$ cat src/rtl/cfgpkt_pkg.sv
package cfgpkt_pkg;
  localparam int BUS_W     = 8;
  localparam int DEV_W     = 5;
  localparam int FN_W      = 3;
  localparam int OFF_W     = 12;
  localparam int DW_W      = 32;
  localparam int BE_W      = 8;
  localparam int LEN_W     = 10;
  localparam int PKT_WORDS = 4;
  localparam int LANES     = DW_W / 8;
  localparam int LANE_SEL_W = $clog2(LANES);

  localparam logic [7:0]       TAG_RD  = 8'h1D;
  localparam logic [7:0]       TAG_WR  = 8'h10;
  localparam logic [LEN_W-1:0] LEN_ONE = LEN_W'(1);

  typedef enum logic [1:0] {
    ACC_BYTE = 2'd0,
    ACC_HALF = 2'd1,
    ACC_WORD = 2'd2,
    ACC_WRD2 = 2'd3
  } acc_size_e;

  typedef logic [DW_W-1:0] dword_t;
endpackage

$ cat src/rtl/cfgpkt_lane_align.sv
module cfgpkt_lane_align
  import cfgpkt_pkg::*;
(
  input  logic                  is_write,
  input  logic [1:0]            size,
  input  logic [LANE_SEL_W-1:0] lane,
  input  dword_t                wdata,
  output logic [BE_W-1:0]       byte_en,
  output dword_t                lane_data
);
  logic [BE_W-1:0] base_be;
  dword_t          masked;
  logic            whole;

  always_comb begin
    whole = 1'b0;
    case (acc_size_e'(size))
      ACC_BYTE: begin
        base_be = BE_W'(8'h01);
        masked  = {{(DW_W-8){1'b0}}, wdata[7:0]};
      end
      ACC_HALF: begin
        base_be = BE_W'(8'h03);
        masked  = {{(DW_W-16){1'b0}}, wdata[15:0]};
      end
      default: begin
        base_be = BE_W'({LANES{1'b1}});
        masked  = wdata;
        whole   = 1'b1;
      end
    endcase

    if (whole) begin
      byte_en   = base_be;
      lane_data = masked;
    end else begin
      byte_en   = base_be << lane;
      lane_data = masked << {lane, 3'b000};
    end

    if (!is_write) lane_data = '0;
  end
endmodule

$ cat src/rtl/cfgpkt_hdr_build.sv
module cfgpkt_hdr_build
  import cfgpkt_pkg::*;
(
  input  logic                    is_write,
  input  logic [BUS_W-1:0]        bus,
  input  logic [DEV_W-1:0]        dev,
  input  logic [FN_W-1:0]         fn,
  input  logic [OFF_W-3:0]        off_dw,
  input  logic [BUS_W-1:0]        sec_bus,
  input  logic [BUS_W-1:0]        root_bus,
  input  logic [BE_W-1:0]         byte_en,
  input  dword_t                  lane_data,
  output dword_t [PKT_WORDS-1:0]  words
);
  localparam int GAP0_W = DW_W - 8 - LEN_W;
  localparam int GAP2_W = DW_W - BUS_W - DEV_W - FN_W - OFF_W;

  logic       fwd;
  logic [7:0] fmt_type;
  logic [7:0] tag;

  always_comb begin
    fwd      = bus > sec_bus;
    fmt_type = {1'b0, is_write, 3'b000, 1'b1, 1'b0, fwd};
    tag      = is_write ? TAG_WR : TAG_RD;

    words[0] = {fmt_type, {GAP0_W{1'b0}}, LEN_ONE};
    words[1] = {root_bus, 8'h00, tag, byte_en};
    words[2] = {bus, dev, fn, {GAP2_W{1'b0}}, off_dw, 2'b00};
    words[3] = lane_data;
  end
endmodule

$ cat src/rtl/cfgpkt_tx_seq.sv
module cfgpkt_tx_seq
  import cfgpkt_pkg::*;
(
  input  logic                   clk,
  input  logic                   rst,
  input  logic                   load,
  input  dword_t [PKT_WORDS-1:0] words,
  input  logic                   tx_ready,
  output logic                   busy,
  output dword_t                 tx_data,
  output logic                   tx_sop,
  output logic                   tx_eop
);
  localparam int CNT_W = $clog2(PKT_WORDS);
  localparam logic [CNT_W-1:0] LAST_IDX = CNT_W'(PKT_WORDS - 1);
  localparam logic [CNT_W-1:0] PRE_LAST = CNT_W'(PKT_WORDS - 2);

  dword_t [PKT_WORDS-1:0] hold_q;
  logic   [CNT_W-1:0]     cnt_q;
  logic                   busy_q, sop_q, eop_q;
  logic                   fire;

  assign fire = busy_q & tx_ready;

  always_ff @(posedge clk) begin
    if (load) begin
      hold_q <= words;
    end else if (fire) begin
      for (int i = 0; i < PKT_WORDS - 1; i++) hold_q[i] <= hold_q[i+1];
    end
  end

  always_ff @(posedge clk) begin
    if (rst) begin
      busy_q <= 1'b0;
      cnt_q  <= '0;
      sop_q  <= 1'b0;
      eop_q  <= 1'b0;
    end else if (load) begin
      busy_q <= 1'b1;
      cnt_q  <= '0;
      sop_q  <= 1'b1;
      eop_q  <= 1'b0;
    end else if (fire) begin
      sop_q <= 1'b0;
      if (cnt_q == LAST_IDX) begin
        busy_q <= 1'b0;
        eop_q  <= 1'b0;
      end else begin
        cnt_q <= cnt_q + 1'b1;
        eop_q <= (cnt_q == PRE_LAST);
      end
    end
  end

  assign busy    = busy_q;
  assign tx_data = hold_q[0];
  assign tx_sop  = sop_q;
  assign tx_eop  = eop_q;
endmodule

$ cat src/rtl/cfg_pkt_gen.sv
module cfg_pkt_gen
  import cfgpkt_pkg::*;
(
  input  logic              clk,
  input  logic              rst,
  input  logic              req_valid,
  output logic              req_ready,
  input  logic              req_write,
  input  logic [BUS_W-1:0]  req_bus,
  input  logic [DEV_W-1:0]  req_dev,
  input  logic [FN_W-1:0]   req_fn,
  input  logic [OFF_W-1:0]  req_offset,
  input  logic [1:0]        req_size,
  input  logic [DW_W-1:0]   req_wdata,
  input  logic [BUS_W-1:0]  sec_bus,
  input  logic [BUS_W-1:0]  root_bus,
  output logic              tx_valid,
  input  logic              tx_ready,
  output logic [DW_W-1:0]   tx_data,
  output logic              tx_sop,
  output logic              tx_eop,
  output logic              busy
);
  logic [BE_W-1:0]        byte_en;
  dword_t                 lane_data;
  dword_t [PKT_WORDS-1:0] words;
  logic                   busy_w;
  logic                   load;

  assign load      = req_valid & ~busy_w;
  assign req_ready = ~busy_w;
  assign busy      = busy_w;
  assign tx_valid  = busy_w;

  cfgpkt_lane_align u_lane (
    .is_write  (req_write),
    .size      (req_size),
    .lane      (req_offset[LANE_SEL_W-1:0]),
    .wdata     (req_wdata),
    .byte_en   (byte_en),
    .lane_data (lane_data)
  );

  cfgpkt_hdr_build u_hdr (
    .is_write  (req_write),
    .bus       (req_bus),
    .dev       (req_dev),
    .fn        (req_fn),
    .off_dw    (req_offset[OFF_W-1:2]),
    .sec_bus   (sec_bus),
    .root_bus  (root_bus),
    .byte_en   (byte_en),
    .lane_data (lane_data),
    .words     (words)
  );

  cfgpkt_tx_seq u_seq (
    .clk      (clk),
    .rst      (rst),
    .load     (load),
    .words    (words),
    .tx_ready (tx_ready),
    .busy     (busy_w),
    .tx_data  (tx_data),
    .tx_sop   (tx_sop),
    .tx_eop   (tx_eop)
  );
endmodule

$ cat config.mk
export PLATFORM = sky130hd
export DESIGN_NAME = cfg_pkt_gen
export DESIGN_NICKNAME = d
export VERILOG_FILES = /design/src/rtl/cfgpkt_pkg.sv /design/src/rtl/cfgpkt_lane_align.sv /design/src/rtl/cfgpkt_hdr_build.sv /design/src/rtl/cfgpkt_tx_seq.sv /design/src/rtl/cfg_pkt_gen.sv
export SDC_FILE = /design/constraint.sdc
export NUM_CORES = 1
export LEC_CHECK = 0
export ABC_AREA = 1
export BUFFER_PORTS_ARGS = -buffer_cell sky130_fd_sc_hd__clkbuf_2
export CORE_UTILIZATION = 31
export CTS_BUF_LIST = sky130_fd_sc_hd__clkbuf_8 sky130_fd_sc_hd__clkbuf_16
export CTS_CLUSTER_SIZE = 24
export DETAILED_ROUTE_END_ITERATION = 8
export GPL_TIMING_DRIVEN = 0
export SLEW_MARGIN = 30
export SYNTH_ARGS = -nofsm -noshare
export SYNTH_HDL_FRONTEND = slang
export SYNTH_HIERARCHICAL = 1
export SYNTH_SLANG_ARGS = --single-unit
$ cat constraint.sdc
create_clock -name clk -period 9 [get_ports clk]
set_input_delay 0.9 -clock clk [delete_from_list [all_inputs] [get_ports clk]]
set_output_delay 0.9 -clock clk [all_outputs]
set_load 0.01 [all_outputs]
Word level (Yosys, flattened, before mapping)
Cells that the tools add are included.
Widths: inputs -> output; s select.
{"block": "word_totals", "ff_bits": 133, "inputBits": 83, "out_inout_bits": 37}
{"block": "op_classes", "n_addsub": 1, "order_cmp": 1, "eq_ne": 3, "shift": 2, "muxes": 13, "bitwise": 4, "n_reduce_logical": 7}
{"op": "$mux 96", "n": 2}
{"op": "$pmux 32 s2", "n": 1}
{"op": "$mux 32", "n": 1}
{"op": "$shl 32x5->32", "n": 1}
{"op": "$gt 8x8->1", "n": 1}
{"op": "$mux 8", "n": 1}
{"op": "$pmux 4 s2", "n": 1}
{"op": "$shl 4x2->8", "n": 1}
{"op": "$mux 1", "n": 6}
{"op": "$eq 2x2->1 const B", "n": 2}
{"op": "$mux 4", "n": 1}
{"op": "$reduce_and 2->1", "n": 2}
{"op": "$reduce_bool 2->1", "n": 2}
{"op": "$reduce_or 2->1", "n": 2}
{"op": "$add 2x1->2 const B", "n": 1}
{"op": "$and 1x1->1", "n": 2}
{"op": "$eq 2x1->1 const B", "n": 1}
{"op": "$logic_not 2->1", "n": 1}
{"op": "$not 1->1", "n": 2}

Logic depth before layout (Yosys ltp)
{"block": "logic_depth", "ltp_word": 5, "ltp_mapped": 12, "mapped_depth_nobuf": 11}

Modules after synthesis
Netlist, hierarchy kept.
{"module": "cfgpkt_tx_seq", "n_inst": 1, "cells_each": 502, "area_each_um2": 5539.1, "seq_area_each_um2": 3943.8}
{"module": "cfgpkt_hdr_build", "n_inst": 1, "cells_each": 167, "area_each_um2": 1186.1, "seq_area_each_um2": 0.0}
{"module": "cfgpkt_lane_align", "n_inst": 1, "cells_each": 207, "area_each_um2": 910.9, "seq_area_each_um2": 0.0}
{"module": "cfg_pkt_gen", "n_inst": 1, "cells_each": 4, "area_each_um2": 21.3, "seq_area_each_um2": 0.0}

Least setup slack after synthesis
Ideal clock, no wire load.
{"block": "synth_timing", "path_type": "input -> register", "from": "input port req_valid", "to": "register u_seq/hold_q[32] (netlist bit) (enable)", "setup_time_ns": 0.457, "arrival_time_ns": 4.293, "slack_ns": 4.250, "path_stages": 6, "path_buffers": 2, "cell_sequence": "inv_1 > nor2_2 > buf_6 > inv_4 > buf_2 > nand2_1"}
{"block": "synth_between", "elab_chain_cells": 2}
{"element": "start, declared", "line": "cfg_pkt_gen.sv:6", "rtl": "input logic req_valid,"}
{"element": "$and 1x1->1", "line": "cfg_pkt_gen.sv:30", "rtl": "assign load = req_valid & ~busy_w;"}
{"element": "via load", "line": "cfg_pkt_gen.sv:28", "rtl": "logic load;"}
{"element": "$reduce_bool 2->1 (no line)"}
{"element": "end signal, assigned", "line": "cfgpkt_tx_seq.sv:27", "rtl": "hold_q <= words;"}
{"element": "end, declared", "line": "cfgpkt_tx_seq.sv:18", "rtl": "dword_t [PKT_WORDS-1:0] hold_q;"}
The timed path passes the listed nets, and every way through them passes these cells.
A chain may end at the register's enable or synchronous reset.

Worst setup path in the final report
{"block": "layout_timing", "from": "input port req_valid", "to": "register u_seq/hold_q[44] (netlist bit) (enable)"}
Same word-level chain as after synthesis.

==> results.ini <==
[worst_setup_path]
r2r_end = u_seq/hold_q[44]
critical_path_buf_inv_count = 7
worstSetupPathType = in -> reg
rr_startpoint = u_seq/busy
endpoint_kind = flop
crit_family = buffers and inverters
r2r_slack_ns = 6.51
critPathArrivalTime_ns = 2.73
reg2reg_depth = 7
start_kind = input pin
crit_chain = clkbuf_2, inv_1, nor2_4, buf_16, buf_6, inv_4, buf_2, nand2_4, buf_12
cpPeakStageDelay_ns = 0.39
slowest_stage = nand2_4
worstSetupStartpoint = req_valid
crit_fanout = 33
required_ns = 9.10

[timing]
finalHoldViolations = 0
finClkSkew_ns = 0.01025
max_freq_ghz = 0.3808
tns_ns = 0
fin_crit_sh = 0.2918
setup_violations = 0
worst_pin_slew_ns = 0.6197
rsz0062_at_grt = no
slew_violations = 0
slew_headroom = 0.5837
fin_crit_ns = 2.626

[floorplanning]
die_w_um = 159.2
std_cell_rows = 57
core_um2 = 24250
start_util = 0.3158
fp.dieH_um = 159.2
ioPinCount = 120
dieArea_um2 = 25330

[power_and_ir_drop]
power.leakage_uw = 0.004696
peakVddDrop_mv = 0.1131
power.share.clock = 0.394
switching_power_uw = 422.4
seq_power_share = 0.445
combPwrFrac = 0.161
p_sw_frac = 0.2420
p_int_uw = 1323
power.density_nw_per_um2 = 185.6

[cells_and_area]
final_area_um2 = 9404
num-fill-cells = 2489
mostFrequentLayoutCell = nand2_1
nets = 1136
syn2layout_area_growth_pct = 22.81
layout_common_cells = nand2_1 (365), buf_4 (166), edfxtp_1 (128), clkbuf_2 (92)
antennaDiodeCount = 0
layout-drive-gt1-share = 0.3134

[routing]
drt_iter0_drc = 273
drt_first_pass_iters = 5
routed_wirelength_um = 16430
viasPerCell = 3.944
ant_nets = 0
vias = 5443
drt-wirelength-per-cell_um = 11.91
drc_errors = 0

[global_routing]
grtUsageTotal = 0.1363
grt_start_max_net_pins = 34
grt_overflow = 0
grt_pass1_vias = 5303
antenna_found_initial = 0
grt_pass1_wl_um = 26820

[worst_hold_path]
whs_endpoint = u_seq/tx_sop
hold_start = u_seq/tx_sop
min_path_cells = 2
hold_path.class = reg -> reg

[run_status]
status = completed

[logic_synthesis]
netlist_instances = 880
syn_area_per_cell_um2 = 8.702
ys_seq_elements = 133
ys_seq_area_frac = 0.5150
synth.distinct_cells = 23
synth_warnings = 6
netlist_area_um2 = 7657

[clock_network]
cts_max_level = 4
clk_path_buf_depth = 2
cts_tree = yes
numCtsBuffers = 17
postCtsHoldBufs = 0
clock_latency_ns = 0.42
cts_resized = 0
cts_sinks = 133
root_buffer = clkbuf_16
clk_pin_slew_ns = 0.06
post-cts-setup-buffers = 0

[placement]
dp_hpwl_um = 12610
place_area_um2 = 8787
port_buffers = 92
routabilityCongestion = 0.8449

[run]
cap_violations = 0

==> metal layers <==
layer	share of wire	vias up	global-route usage	wire, um
li1	-	2899	-	-
met1	0.46	2411	0.1720	7545
met2	0.48	117	0.2323	7961
met3	0.043	16	0.02553	710
met4	0.013	0	0.04983	212
met5	0	-	0	0
==> registers in the layout, summed over array words and instances (netlist names) <==
name and flops:
u_seq/tx_data 32, u_seq/hold_q 96, u_seq/busy 1, u_seq/tx_eop 1, u_seq/tx_sop 1, u_seq/cnt_q 2
==> cells by family after synthesis <==
| family | count (synthesis) | share of synthesized area |
|---|---|---|
| simple gates | 448 | 0.2294 |
| compound gates | 38 | 0.02631 |
| fa+ha+maj | 10 | 0.01634 |
| other cells | 3 | 0.001470 |
| buf+inv | 248 | 0.2114 |
| flops | 133 | 0.5150 |
==> final cells by class <==
class	count	area, um^2	share of cell area
Clock buffer	22	550.5	0.05854
Sequential cell	133	3944	0.4194
Multi-Input combinational cell	548	2291	0.2436
Clock inverter	10	66.31	0.007052
Inverter	51	193.9	0.02062
Timing Repair Buffer	95	528.0	0.05615
Tap cell	324	405.4	0.04311
Buffer	197	1425	0.1515
==> synth_stat cells <==
library cell / n / area share
or2_2: 8 / 0.0065
buf_6: 5 / 0.0074
dfxtp_1: 5 / 0.013
nor2_2: 3 / 0.0025
a31oi_1: 6 / 0.0049
o21ai_0: 14 / 0.0092
nor3_1: 3 / 0.0020
nand3_1: 27 / 0.018
nand4_1: 1 / 0.00082
a21oi_1: 16 / 0.010
nor2_4: 1 / 0.0015
nand2_1: 366 / 0.18
ha_1: 10 / 0.016
nor2_1: 39 / 0.019
conb_1: 3 / 0.0015
buf_4: 166 / 0.16
buf_2: 20 / 0.013
inv_4: 1 / 0.00082
clkbuf_1: 6 / 0.0029
a21o_2: 1 / 0.0011
inv_1: 50 / 0.025
o21ai_1: 1 / 0.00065
edfxtp_1: 128 / 0.50
==> how the worst max path moves through the flow <==
stage | end | slack, ns | depth (start not counted)
floorplan | u_seq/hold_q[32] | 4.25 | 6
CTS | u_seq/hold_q[44] | 6.36 | 9
global placement | u_seq/tx_data[14] | 2.74 | 7
finish | u_seq/hold_q[44] | 6.37 | 9
global route | u_seq/tx_data[18] | 6.25 | 9
detailed placement | u_seq/tx_data[10] | 5.91 | 9
==> power by group through the flow <==
stage	clock network (uW)	logic [uW]	registers, uW
2_1_floorplan	0	197	790
3_3_place_gp	0	274	796
3_5_place_dp	0	283	791
4_1_cts	702	284	778
5_1_grt	730	319	784
6_report	687	281	778
==> metrics by stage <==
| stage | setup slack, ns | cells | power (uW) | hold slack (ns) | util |
|---|---|---|---|---|---|
| after floorplan | 4.250 | 929 | 987.1 | 0.4783 | - |
| after global placement | 2.741 | 1345 | 1070 | 0.4536 | 0.3591 |
| after detailed placement | 5.912 | 1348 | 1074 | 0.4558 | 0.3624 |
| after CTS | 6.357 | 1380 | 1765 | 0.4660 | 0.3878 |
| after global routing | 6.250 | 1380 | 1832 | 0.5032 | 0.3878 |
| final | 6.374 | 1380 | 1746 | 0.4620 | 0.3878 |
==> tightest hold or removal path, delay by kind of cell, from the launching register on <==
kind / cells / cell delay [ns]
AOI/OAI and AO/OA: 1 / 0.05
and+or+nand+nor: 1 / 0.06
DFF: 1 / 0.31
Note: power is estimated with default switching activity, not from simulation.
